File: config.mk
export PLATFORM = sky130hd
export DESIGN_NAME = irq_router
export DESIGN_NICKNAME = d
export VERILOG_FILES = /design/src/rtl/irq_router_pkg.sv /design/src/rtl/irq_router_ctrl.sv /design/src/rtl/irq_router_dp.sv /design/src/rtl/irq_router.sv
export SDC_FILE = /design/constraint.sdc
export NUM_CORES = 1
export LEC_CHECK = 0
export ABC_AREA = 0
export ABC_CLOCK_PERIOD_IN_PS = 1800
export CAP_MARGIN = 5
export CORE_MARGIN = 5
export CORE_UTILIZATION = 50
export DETAILED_ROUTE_END_ITERATION = 8
export DONT_BUFFER_PORTS = 1
export GPL_TIMING_DRIVEN = 0
export PLACE_DENSITY_LB_ADDON = 0.05
export SLEW_MARGIN = 25
export SYNTH_ARGS = -nofsm -noshare
export SYNTH_HDL_FRONTEND = slang
export SYNTH_SLANG_ARGS = --single-unit
File: constraint.sdc
create_clock -name clk -period 1.8 [get_ports clk]
set_input_delay 0.09 -clock clk [delete_from_list [all_inputs] [get_ports clk]]
set_output_delay 0.09 -clock clk [all_outputs]
set_load 0.05 [all_outputs]
File: src/rtl/irq_router_pkg.sv
`timescale 1ns/1ps
package irq_router_pkg;

  localparam int OFF_IRQ_PEND = 'h00;
  localparam int OFF_ENABLE   = 'h04;
  localparam int OFF_ROUTE    = 'h08;
  localparam int OFF_FIQ_PEND = 'h0C;
  localparam int OFF_RAW_PEND = 'h10;
  localparam int OFF_CONTROL  = 'h14;

  typedef struct packed {
    logic wrEnable;
    logic wrRoute;
    logic wrControl;
  } strobe_t;

  typedef enum logic [2:0] {
    RD_NONE,
    RD_IRQ,
    RD_ENABLE,
    RD_ROUTE,
    RD_FIQ,
    RD_RAW,
    RD_CONTROL
  } rd_sel_e;

endpackage

File: src/rtl/irq_router_ctrl.sv
`timescale 1ns/1ps
module irq_router_ctrl
  import irq_router_pkg::*;
#(
  parameter int ADDR_W = 5
) (
  input  logic              busWrEn,
  input  logic [ADDR_W-1:0] busAddr,
  output strobe_t           strobes,
  output rd_sel_e           rdSel
);

  always_comb begin
    rdSel = RD_NONE;
    case (busAddr)
      ADDR_W'(OFF_IRQ_PEND): rdSel = RD_IRQ;
      ADDR_W'(OFF_ENABLE):   rdSel = RD_ENABLE;
      ADDR_W'(OFF_ROUTE):    rdSel = RD_ROUTE;
      ADDR_W'(OFF_FIQ_PEND): rdSel = RD_FIQ;
      ADDR_W'(OFF_RAW_PEND): rdSel = RD_RAW;
      ADDR_W'(OFF_CONTROL):  rdSel = RD_CONTROL;
      default:               rdSel = RD_NONE;
    endcase
  end

  // Only the three configuration registers accept writes.
  always_comb begin
    strobes           = '0;
    strobes.wrEnable  = busWrEn && (rdSel == RD_ENABLE);
    strobes.wrRoute   = busWrEn && (rdSel == RD_ROUTE);
    strobes.wrControl = busWrEn && (rdSel == RD_CONTROL);
  end

endmodule

File: src/rtl/irq_router_dp.sv
`timescale 1ns/1ps
module irq_router_dp
  import irq_router_pkg::*;
#(
  parameter int NUM_SRC = 24,
  parameter int DATA_W  = 32
) (
  input  logic               clk,
  input  logic               rstN,
  input  logic [NUM_SRC-1:0] srcLines,
  input  logic               idleMode,
  input  strobe_t            strobes,
  input  rd_sel_e            rdSel,
  input  logic [DATA_W-1:0]  busWrData,
  output logic [DATA_W-1:0]  rdData,
  output logic               irqOut,
  output logic               fiqOut,
  output logic               wakeOut,
  output logic [NUM_SRC-1:0] rawPend,
  output logic [NUM_SRC-1:0] enableVal,
  output logic [NUM_SRC-1:0] routeVal,
  output logic               idleOverride
);

  logic [NUM_SRC-1:0] irqPend;
  logic [NUM_SRC-1:0] fiqPend;
  logic               unusedWrBits;

  assign unusedWrBits = ^busWrData[DATA_W-1:NUM_SRC];

  always_ff @(posedge clk) begin
    if (!rstN) begin
      rawPend      <= '0;
      enableVal    <= '0;
      routeVal     <= '0;
      idleOverride <= 1'b0;
    end else begin
      rawPend <= srcLines;
      if (strobes.wrEnable)  enableVal    <= busWrData[NUM_SRC-1:0];
      if (strobes.wrRoute)   routeVal     <= busWrData[NUM_SRC-1:0];
      if (strobes.wrControl) idleOverride <= busWrData[0];
    end
  end

  // Per-source steering: enabled sources go to exactly one destination.
  for (genvar s = 0; s < NUM_SRC; s++) begin : g_steer
    logic qualified;
    assign qualified  = rawPend[s] & enableVal[s];
    assign irqPend[s] = qualified & ~routeVal[s];
    assign fiqPend[s] = qualified &  routeVal[s];
  end

  assign irqOut  = |irqPend;
  assign fiqOut  = |fiqPend;
  assign wakeOut = idleMode && (idleOverride ? (irqOut || fiqOut) : (|rawPend));

  always_comb begin
    case (rdSel)
      RD_IRQ:     rdData = DATA_W'(irqPend);
      RD_ENABLE:  rdData = DATA_W'(enableVal);
      RD_ROUTE:   rdData = DATA_W'(routeVal);
      RD_FIQ:     rdData = DATA_W'(fiqPend);
      RD_RAW:     rdData = DATA_W'(rawPend);
      RD_CONTROL: rdData = DATA_W'(idleOverride);
      default:    rdData = '0;
    endcase
  end

endmodule

File: src/rtl/irq_router.sv
`timescale 1ns/1ps
module irq_router
  import irq_router_pkg::*;
#(
  parameter int NUM_SRC = 24,
  parameter int ADDR_W  = 5,
  parameter int DATA_W  = 32
) (
  input  logic               clk,
  input  logic               rstN,
  input  logic [NUM_SRC-1:0] srcLines,
  input  logic               idleMode,
  input  logic               busWrEn,
  input  logic [ADDR_W-1:0]  busAddr,
  input  logic [DATA_W-1:0]  busWrData,
  output logic [DATA_W-1:0]  rdData,
  output logic               irqOut,
  output logic               fiqOut,
  output logic               wakeOut
);

  strobe_t            strobes;
  rd_sel_e            rdSel;
  logic [NUM_SRC-1:0] rawPend;
  logic [NUM_SRC-1:0] enableVal;
  logic [NUM_SRC-1:0] routeVal;
  logic               idleOverride;

  irq_router_ctrl #(.ADDR_W(ADDR_W)) i_ctrl (
    .busWrEn (busWrEn),
    .busAddr (busAddr),
    .strobes (strobes),
    .rdSel   (rdSel)
  );

  irq_router_dp #(.NUM_SRC(NUM_SRC), .DATA_W(DATA_W)) i_dp (
    .clk          (clk),
    .rstN         (rstN),
    .srcLines     (srcLines),
    .idleMode     (idleMode),
    .strobes      (strobes),
    .rdSel        (rdSel),
    .busWrData    (busWrData),
    .rdData       (rdData),
    .irqOut       (irqOut),
    .fiqOut       (fiqOut),
    .wakeOut      (wakeOut),
    .rawPend      (rawPend),
    .enableVal    (enableVal),
    .routeVal     (routeVal),
    .idleOverride (idleOverride)
  );

endmodule

==> flow_metrics.tcl <==
set metrics [dict create \
    drc 0 \
    violations "negative setup slack" \
    synth_top_cell_by_area "dfxtp_1" \
    p_leak_nw 1.77 \
    fin_nets 642 \
    gp_congestion 0.906 \
    fin_tns_setup_ns -0.352 \
    grt_usage_pct 25.8 \
    clock_latency_ns 0.34 \
    clockBufferDepth 2 \
    num_rows 32 \
    clk_pin_slew_ns 0.08 \
    drtIter0Drc 386 \
    grt_first_pass_wirelength_mm 20.0 \
    antenna_found_initial 0 \
    die_w_um 99.3 \
    fin_skew_ns 0 \
    worst_setup_path_start_kind "flop" \
    critical_path_class "flop to output pin" \
    seqCellArea_um2 1480 \
    vdd_ir_drop_max_mv 0.412 \
    synth_cell_type_count 38 \
    avgSynthCellArea_um2 7.83 \
    ys_top_cells_by_area "dfxtp_1 (37%), nand2_1 (13%), a21boi_2 (5.7%)" \
    seq_power_share_pct 50.4 \
    fmax_ghz 0.465 \
    power.total_mw 3.37 \
    netlist.area_leader.share_pct 36.7 \
    switchingPower_mw 0.908 \
    status "complete, but fails checks" \
    min_period_over_period_pct 120 \
    worst_hold_slack_ns 0.0180 \
    postRouteAntennaNets 0 \
    p_int_mw 2.46 \
    clock_sinks 73 \
    synth.most_common_cell "nand2_1" \
    setup_ws_ns -0.352 \
    grt_max_degree 14 \
    crit_required_ns 1.71 \
    cts_made_buffers 9 \
    yosys_warnings 0 \
    core_region_area_um2 7730 \
    crit_arrival_ns 2.06 \
    cts.htree.levels 3 \
    finalHoldViolations 0 \
    portBuffers 0 \
    power_density_nw_per_um2 650 \
    critPathMaxFanout 4 \
    endpoint_kind "output pin" \
    period_minus_slack_ns 2.15 \
    multi_input_area_um2 2610 \
    grt_setup_unrepaired "yes" \
    fill_cells 640 \
    routedWlPerCell_um 19.1 \
    setup_viol 1 \
    worst_pin_slew_ns 0.622 \
    rrSetupSlack_ns 1.02 \
    switching_share_pct 26.9 \
    clock_power_share_pct 38.0 \
    drive_gt1_share_pct 20.4 \
    postSynthCellCount 509 \
    initial_utilization_pct 51.6 \
    firstDrtPassIters 6 \
    ys.flop_type "dfxtp_1" \
    num_io_pins 100 \
    drv_cap 0 \
    ys_ff_latch 73 \
    netlist_area_um2 3990 \
    die_h_um 99.3 \
    ys_top_cells_by_count "nand2_1 (143), dfxtp_1 (73), nand3_1 (29)" \
    seq_area_frac_synth_pct 36.7 \
    async_flop_share_pct 0 \
    cts-root-buf "clkbuf_8" \
    finalWirelength_mm 13.1 \
    dp_hpwl_mm 9.43 \
    syn2layout_area_growth_pct 30.2 \
    grt.overflow.total 0 \
    relSlewSlack_pct 58.5 \
    synth_edf_count 0 \
    final_max_slew_viol_count 0 \
    n_antenna_cell 0 \
    dieArea_um2 9860 \
    via_per_inst 6.00 \
    grt_pass1_vias 3744 \
    cts_tree "yes" \
    power_frac_comb_pct 11.5 \
    hold_path.class "primary input to flop" \
    vias 4101 \
]
==> critical path, stage by stage, from the launching register on <==
cell and delay [ns]:
dfxtp_2 0.37, nand3b_1 0.15, nand4_1 0.19, nor4_4 0.37
nand3_4 0.23, o221a_4 0.39
==> stage by stage <==
stage	cell area [µm²]	instances	worst slack [ns]	util, %
global placement	4140	618	-0.603	53.6
global route	5190	684	-0.407	67.2
finish	5190	684	-0.352	67.2
floorplan	4020	516	-0.192	-
detailed placement	4140	618	-0.301	53.6
CTS	4990	684	-0.333	64.6
==> area by class of cell <==
type | instances | area share [%]
Timing Repair Buffer | 50 | 9.55
Tap cell | 102 | 2.46
Clock buffer | 10 | 2.46
Clock inverter | 6 | 1.30
Multi-Input combinational cell | 400 | 50.2
Sequential cell | 73 | 28.5
Buffer | 43 | 5.50
==> power by group through the flow <==
stage	clock, mW	sequential [mW]	combinational [mW]
2_1_floorplan	0	1.72	0.217
3_3_place_gp	0	1.74	0.263
3_5_place_dp	0	1.74	0.267
4_1_cts	1.30	1.70	0.370
5_1_grt	1.38	1.70	0.416
6_report	1.28	1.70	0.388
==> layer usage <==
metal  part of all wire (%)  track usage [%]
met1                     41             32.4
met2                     46             42.5
met3                    9.9             7.64
met4                    2.9             8.19
met5                      0                0
==> placed cells by master (no fill, tap or decap), types with 2 or more instances in the layout <==
master,instances
a31oi_1,13
o21ai_4,22
a21boi_1,20
nand4_1,10
a21boi_0,8
dlygate4sd3_1,48
and2_1,25
clkbuf_8,9
buf_4,11
nand3_1,28
clkbuf_2,8
nand3b_1,16
dfxtp_2,12
nor4_1,6
buf_6,4
a22oi_1,22
nand2_1,142
a32oi_1,9
nor2b_1,2
conb_1,8
dfxtp_1,60
nor2_1,11
buf_2,5
clkinvlp_4,2
a21boi_2,20
nor3_1,14
a21oi_1,2
clkbuf_1,15
nor4_4,2
buf_12,2
mux2_2,2
==> worst paths after layout <==
kind	start	endpoint	cells after the start
setup reg to reg	i_dp.enableVal[23]	i_dp.enableVal[23]	2
hold / removal	busWrEn	i_dp.idleOverride	3
hold reg to reg	i_dp.routeVal[11]	i_dp.routeVal[11]	2
setup / recovery	i_dp.routeVal[20]	wakeOut	5
==> kinds of logic (layout without fill, tap and decap cells) <==
| group | after synthesis | after routing | share of synthesized area, % |
|---|---|---|---|
| AOI/OAI and AO/OA | 121 | 121 | 23.2 |
| buffers and inverters | 43 | 109 | 6.91 |
| DFF | 73 | 73 | 36.7 |
| muxes | 3 | 3 | 0.816 |
| other | 1 | 8 | 0.0941 |
| and+or+nand+nor | 268 | 268 | 32.3 |
==> sequential cells by signal, indices dropped and copies added, names as in the netlist <==
register           count
i_dp.enableVal        24
i_dp.rawPend          24
i_dp.idleOverride      1
i_dp.routeVal         24
==> timing repair <==
action | 4_1_cts | 5_1_grt
endpoints found under the setup margin | 26 | 26
setup buffers | 2 | 0
hold buffers | 48 | 0
pin swaps | 5 | 9
gates resized for setup | 40 | 49
hold endpoints to repair | 73 | 0
(Power assumes the default switching activity.)
